`config.mk`:
```
export PLATFORM = sky130hd
export DESIGN_NAME = cw_datapath
export DESIGN_NICKNAME = d
export VERILOG_FILES = /design/src/rtl/cw_dp_pkg.sv /design/src/rtl/cw_dp_regfile.sv /design/src/rtl/cw_dp_src_mux.sv /design/src/rtl/cw_dp_alu.sv /design/src/rtl/cw_datapath.sv
export SDC_FILE = /design/constraint.sdc
export NUM_CORES = 1
export LEC_CHECK = 0
export ABC_AREA = 1
export BUFFER_PORTS_ARGS = -buffer_cell sky130_fd_sc_hd__clkbuf_2
export CORE_MARGIN = 2
export CORE_UTILIZATION = 35
export DETAILED_ROUTE_END_ITERATION = 12
export GPL_TIMING_DRIVEN = 0
export SETUP_SLACK_MARGIN = 0.15
export SYNTH_ARGS = -nofsm -noshare
export SYNTH_HDL_FRONTEND = slang
export SYNTH_SLANG_ARGS = --single-unit
```
`constraint.sdc`:
```
create_clock -name clk -period 7.6 [get_ports clk]
set_clock_uncertainty 0.2 [all_clocks]
set_input_delay 1.14 -clock clk [delete_from_list [all_inputs] [get_ports clk]]
set_output_delay 1.14 -clock clk [all_outputs]
set_load 0.01 [all_outputs]
```
`src/rtl/cw_dp_pkg.sv`:
```
package cw_dp_pkg;
  localparam int SEL_W = 3;
  localparam int OPC_W = 4;
  localparam int CW_W  = 3 * SEL_W + OPC_W;

  typedef enum logic [OPC_W-1:0] {
    OP_PASS = 4'b0000,
    OP_INC  = 4'b0001,
    OP_ADD  = 4'b0010,
    OP_SUB  = 4'b0011,
    OP_DEC  = 4'b0100,
    OP_AND  = 4'b0101,
    OP_OR   = 4'b0110,
    OP_XOR  = 4'b0111,
    OP_NOT  = 4'b1000,
    OP_SHR  = 4'b1001,
    OP_SHL  = 4'b1010
  } alu_op_e;

  typedef struct packed {
    logic [SEL_W-1:0] src_a;
    logic [SEL_W-1:0] src_b;
    logic [SEL_W-1:0] dest;
    logic [OPC_W-1:0] opc;
  } ctrl_word_t;
endpackage

```
`src/rtl/cw_dp_regfile.sv`:
```
module cw_dp_regfile #(
  parameter int W     = 8,
  parameter int SEL_W = 3,
  localparam int NREG = (1 << SEL_W) - 1
) (
  input  logic                  clk,
  input  logic                  rst_n,
  input  logic                  we,
  input  logic [SEL_W-1:0]      wsel,
  input  logic [W-1:0]          wdata,
  output logic [NREG:1][W-1:0]  regs
);
  logic wr_any;
  assign wr_any = we && (wsel != '0);

  for (genvar k = 1; k <= NREG; k++) begin : g_reg
    always_ff @(posedge clk or negedge rst_n) begin
      if (!rst_n)
        regs[k] <= '0;
      else if (we && wsel == SEL_W'(k))
        regs[k] <= wdata;
    end

    // the named destination takes the result at the edge
    assert_dest_load_R3: assert property (@(posedge clk) disable iff (!rst_n)
      (we && wsel == SEL_W'(k)) |=> (regs[k] == $past(wdata)));
  end

  // no accepted write, or a null destination, leaves every register unchanged
  assert_hold_R10: assert property (@(posedge clk) disable iff (!rst_n)
    !wr_any |=> $stable(regs));
endmodule

```
`src/rtl/cw_dp_src_mux.sv`:
```
module cw_dp_src_mux #(
  parameter int W     = 8,
  parameter int SEL_W = 3,
  localparam int NREG = (1 << SEL_W) - 1
) (
  input  logic [NREG:1][W-1:0] regs,
  input  logic [SEL_W-1:0]     sel,
  input  logic [W-1:0]         ext,
  output logic [W-1:0]         bus
);
  always_comb begin
    bus = ext;
    for (int k = 1; k <= NREG; k++)
      if (sel == SEL_W'(k)) bus = regs[k];
  end
endmodule

```
`src/rtl/cw_dp_alu.sv`:
```
module cw_dp_alu
  import cw_dp_pkg::*;
#(
  parameter int W = 8
) (
  input  logic [OPC_W-1:0] opc,
  input  logic [W-1:0]     a,
  input  logic [W-1:0]     b,
  output logic [W-1:0]     res,
  output logic             carry,
  output logic             zero
);
  logic [W:0] wide;

  always_comb begin
    wide = '0;
    res  = '0;
    carry = 1'b0;
    case (opc)
      OP_PASS: res = a;
      OP_INC: begin
        wide = {1'b0, a} + {{W{1'b0}}, 1'b1};
        res = wide[W-1:0];
        carry = wide[W];
      end
      OP_ADD: begin
        wide = {1'b0, a} + {1'b0, b};
        res = wide[W-1:0];
        carry = wide[W];
      end
      OP_SUB: begin
        wide = {1'b0, a} - {1'b0, b};
        res = wide[W-1:0];
        carry = wide[W];
      end
      OP_DEC: begin
        wide = {1'b0, a} - {{W{1'b0}}, 1'b1};
        res = wide[W-1:0];
        carry = wide[W];
      end
      OP_AND: res = a & b;
      OP_OR:  res = a | b;
      OP_XOR: res = a ^ b;
      OP_NOT: res = ~a;
      OP_SHR: begin
        res = {1'b0, a[W-1:1]};
        carry = a[0];
      end
      OP_SHL: begin
        res = {a[W-2:0], 1'b0};
        carry = a[W-1];
      end
      default: begin
        res = '0;
        carry = 1'b0;
      end
    endcase
    zero = (res == '0);
  end
endmodule

```
`src/rtl/cw_datapath.sv`:
```
module cw_datapath
  import cw_dp_pkg::*;
#(
  parameter int W = 8
) (
  input  logic            clk,
  input  logic            rst_n,
  input  logic            op_valid,
  output logic            op_ready,
  input  logic [CW_W-1:0] ctrl_word,
  input  logic [W-1:0]    ext_in,
  output logic [W-1:0]    out_bus,
  output logic            carry_o,
  output logic            zero_o
);
  localparam int NREG = (1 << SEL_W) - 1;

  ctrl_word_t cw;
  logic [NREG:1][W-1:0] regs;
  logic [W-1:0] a_bus, b_bus;

  assign cw = ctrl_word_t'(ctrl_word);
  assign op_ready = 1'b1;

  cw_dp_src_mux #(.W(W), .SEL_W(SEL_W)) u_mux_a (
    .regs(regs), .sel(cw.src_a), .ext(ext_in), .bus(a_bus));
  cw_dp_src_mux #(.W(W), .SEL_W(SEL_W)) u_mux_b (
    .regs(regs), .sel(cw.src_b), .ext(ext_in), .bus(b_bus));

  cw_dp_alu #(.W(W)) u_alu (
    .opc(cw.opc), .a(a_bus), .b(b_bus),
    .res(out_bus), .carry(carry_o), .zero(zero_o));

  cw_dp_regfile #(.W(W), .SEL_W(SEL_W)) u_rf (
    .clk(clk), .rst_n(rst_n), .we(op_valid && op_ready),
    .wsel(cw.dest), .wdata(out_bus), .regs(regs));

  // source code 000 with a pass-through shows the external word at the output
  assert_ext_src_R2: assert property (@(posedge clk) disable iff (!rst_n)
    (cw.src_a == '0 && cw.opc == OP_PASS) |-> (out_bus == ext_in));

  // reserved opcodes give a zero result with carry clear
  assert_reserved_R7: assert property (@(posedge clk) disable iff (!rst_n)
    (cw.opc > OP_SHL) |-> (out_bus == '0 && zero_o && !carry_o));

  // shifts fill the vacated bit with zero
  assert_shl_fill_R6: assert property (@(posedge clk) disable iff (!rst_n)
    (cw.opc == OP_SHL) |-> (out_bus[0] == 1'b0));
  assert_shr_fill_R6: assert property (@(posedge clk) disable iff (!rst_n)
    (cw.opc == OP_SHR) |-> (out_bus[W-1] == 1'b0));
endmodule

```
==> results.json <==
{
  "outcome": "finished, final reports clean",
  "num_io_pins": 35,
  "largest_register_ffs": 56,
  "wl_mm": 17.3,
  "dp_hpwl_mm": 13.4,
  "ys_types": 46,
  "vias": 5646,
  "ir_drop_mv": 0.0952,
  "cts_max_path_buffers": 2,
  "whs_ps": 289,
  "hp-class": "flop to flop",
  "max_freq_mhz": 143,
  "leakage_uw": 0.00302,
  "nNetsFinal": 942,
  "final.setup.tns_ps": 0,
  "drive_gt1_share_pct": 13.1,
  "path_buf_inv": 6,
  "cts_tree": "built",
  "netlist_area_um2": 5450,
  "busiest_layer": "met2",
  "area_growth_pct": 10.1,
  "ys_ff_latch": 56,
  "async_flop_share_pct": 100,
  "antenna_cells": 0,
  "num_rows": 45,
  "place_area_um2": 5850,
  "fill_cells": 1688,
  "crit_arrival_ps": 5660,
  "grt_pass1_vias": 5287,
  "hold_viol_final": 0,
  "start_util_pct": 35.9,
  "synth-main-ff-cell": "dfrtp_1",
  "place_congestion": 0.916,
  "required_ps": 6260,
  "synth_area_leaders": "dfrtp_1 26%, nand2_1 16%, inv_1 7.6%",
  "clock_latency_ps": 300,
  "die_x_um": 129,
  "multi_input_area_um2": 3480,
  "drtIter0Drc": 543,
  "synth_top_cell_area_share_pct": 25.7,
  "cts-htree-levels": 2,
  "cap_violations": 0,
  "ys_warn_count": 0,
  "utilization_pct": 39.5,
  "grt_pass1_wl_mm": 28.1,
  "cp_max_fo": 10,
  "coreArea_um2": 15200,
  "syn_inst": 851,
  "synth.avg_cell_area_um2": 6.41,
  "dieArea_um2": 16600,
  "antenna_found_initial": 0,
  "drtPass1Iterations": 5,
  "grt_start_max_net_pins": 57,
  "cts_root_buf": "clkbuf_16",
  "viasPerCell": 5.23,
  "final_cell_mix": "234 x nand2_1, 111 x inv_1, 77 x o21ai_0",
  "final_common_cell": "nand2_1",
  "cts_setup_buffers": 0,
  "numCtsBuffers": 5,
  "rsz0062_at_grt": "false",
  "endpoint_kind": "primary output",
  "cp_common_cell": "nand2_1",
  "fin_crit_ps": 7000,
  "ant_nets": 0,
  "slew_headroom_pct": 43.6,
  "critPathTopFamily": "simple AND/OR/NAND/NOR gates",
  "numClockSinks": 56,
  "regArea_um2": 1400,
  "largestRegisters": "u_rf.regs (56)",
  "clk_pin_slew_ps": 70,
  "use_met2_pct": 33.0,
  "overflow": 0,
  "p_per_area_nw_per_um2": 203,
  "synth_seq_area_share_pct": 25.7,
  "die_h_um": 129,
  "drc_errors": 0,
  "min_period_over_period_pct": 92.1,
  "path_class": "primary input to primary output",
  "worst_pin_slew_ps": 843,
  "synth_top_area_cell": "dfrtp_1",
  "regMostFlops": "u_rf.regs",
  "final_area_um2": 6010,
  "crit_slowest_cell": "clkbuf_1",
  "grtUsageMet1_pct": 32.8,
  "drv_slew": 0,
  "routedWlPerCell_um": 16.0,
  "syn-num-nets": 903,
  "max_stage_delay_ps": 410,
  "setup_viol": 0,
  "port_buffers": 32,
  "grt_use_met3_pct": 2.37,
  "synth_edf_count": 0,
  "track_usage_pct": 21.6,
  "start_kind": "primary input"
}
[routing by layer]
| metal | vias to the layer above | part of all wire, % |
|---|---|---|
| li1 | 2875 | - |
| met1 | 2563 | 48 |
| met2 | 189 | 43 |
| met3 | 19 | 7.7 |
| met4 | 0 | 1.5 |
| met5 | - | 0 |
[logic make-up after synthesis]
family                     after synthesis  synth area share, %
buffers and inverters                  137                 10.5
AOI/OAI and AO/OA                      185                 19.1
DFF                                     56                 25.7
and+or+nand+nor                        443                 37.9
other                                    1               0.0688
xor gates and xnor gates                 1                0.161
adders and majority gates               28                 6.56
[cell type report]
class	count	share of cell area [%]
Inverter	124	7.98
Clock buffer	7	2.38
Timing Repair Buffer	32	2.71
Sequential cell	56	23.3
Multi-Input combinational cell	658	58.0
Buffer	13	1.58
Tap cell	188	3.92
Clock inverter	1	0.125
[where the power goes]
part / internal [µW] / total (µW) / switching (µW)
Combinational: 175 / 546 / 371
Sequential: 372 / 429 / 56.9
Clock: 132 / 243 / 111
Total: 678 / 1220 / 539
[worst paths after layout]
path	cells past startpoint	endpoint	start	slack, ps
setup / recovery	27	zero_o	ctrl_word[8]	600
hold / removal	2	u_rf.regs[0]	u_rf.regs[0]	290
setup reg to reg	20	u_rf.regs[38]	u_rf.regs[3]	3510
hold reg to reg	2	u_rf.regs[0]	u_rf.regs[0]	290
max in group asynchronous	1	u_rf.regs[55]	rst_n	5920
min in group asynchronous	1	u_rf.regs[4]	rst_n	740
[cell usage after synthesis (6+ instances only)]
master / count
nand2_4: 6
o21ai_0: 77
a22oi_1: 6
nor3_1: 11
nor2_1: 73
ha_1: 27
o211ai_1: 14
nor2_2: 12
dfrtp_1: 56
a21oi_1: 58
o21ai_1: 7
nand4_1: 12
nand2_1: 234
inv_1: 111
nand3_1: 57
o22ai_1: 8
clkbuf_1: 6
nand2_2: 16
[worst min-delay path, delay by kind of cell, from the launching register on]
family,cells,cell delay (ps)
DFF,1,350
AOI/OAI and AO/OA,1,60
and+or+nand+nor,1,50
[through the flow]
stage / worst slack [ps] / std cells / total power, µW
6_report: 601 / 1079 / 1220
3_3_place_gp: 680 / 1071 / 965
5_1_grt: 150 / 1079 / 1320
3_5_place_dp: 660 / 1071 / 972
4_1_cts: 650 / 1079 / 1220
2_1_floorplan: 1870 / 851 / 805
[repair_timing]
| action | in CTS | in global routing |
|---|---|---|
| gates resized for setup | 0 | 3 |
| hold endpoints to repair | 0 | 0 |
| hold buffers | 0 | 0 |
| endpoints found under the setup margin | 0 | 1 |
No activity file was read; power rests on OpenSTA's default activity.
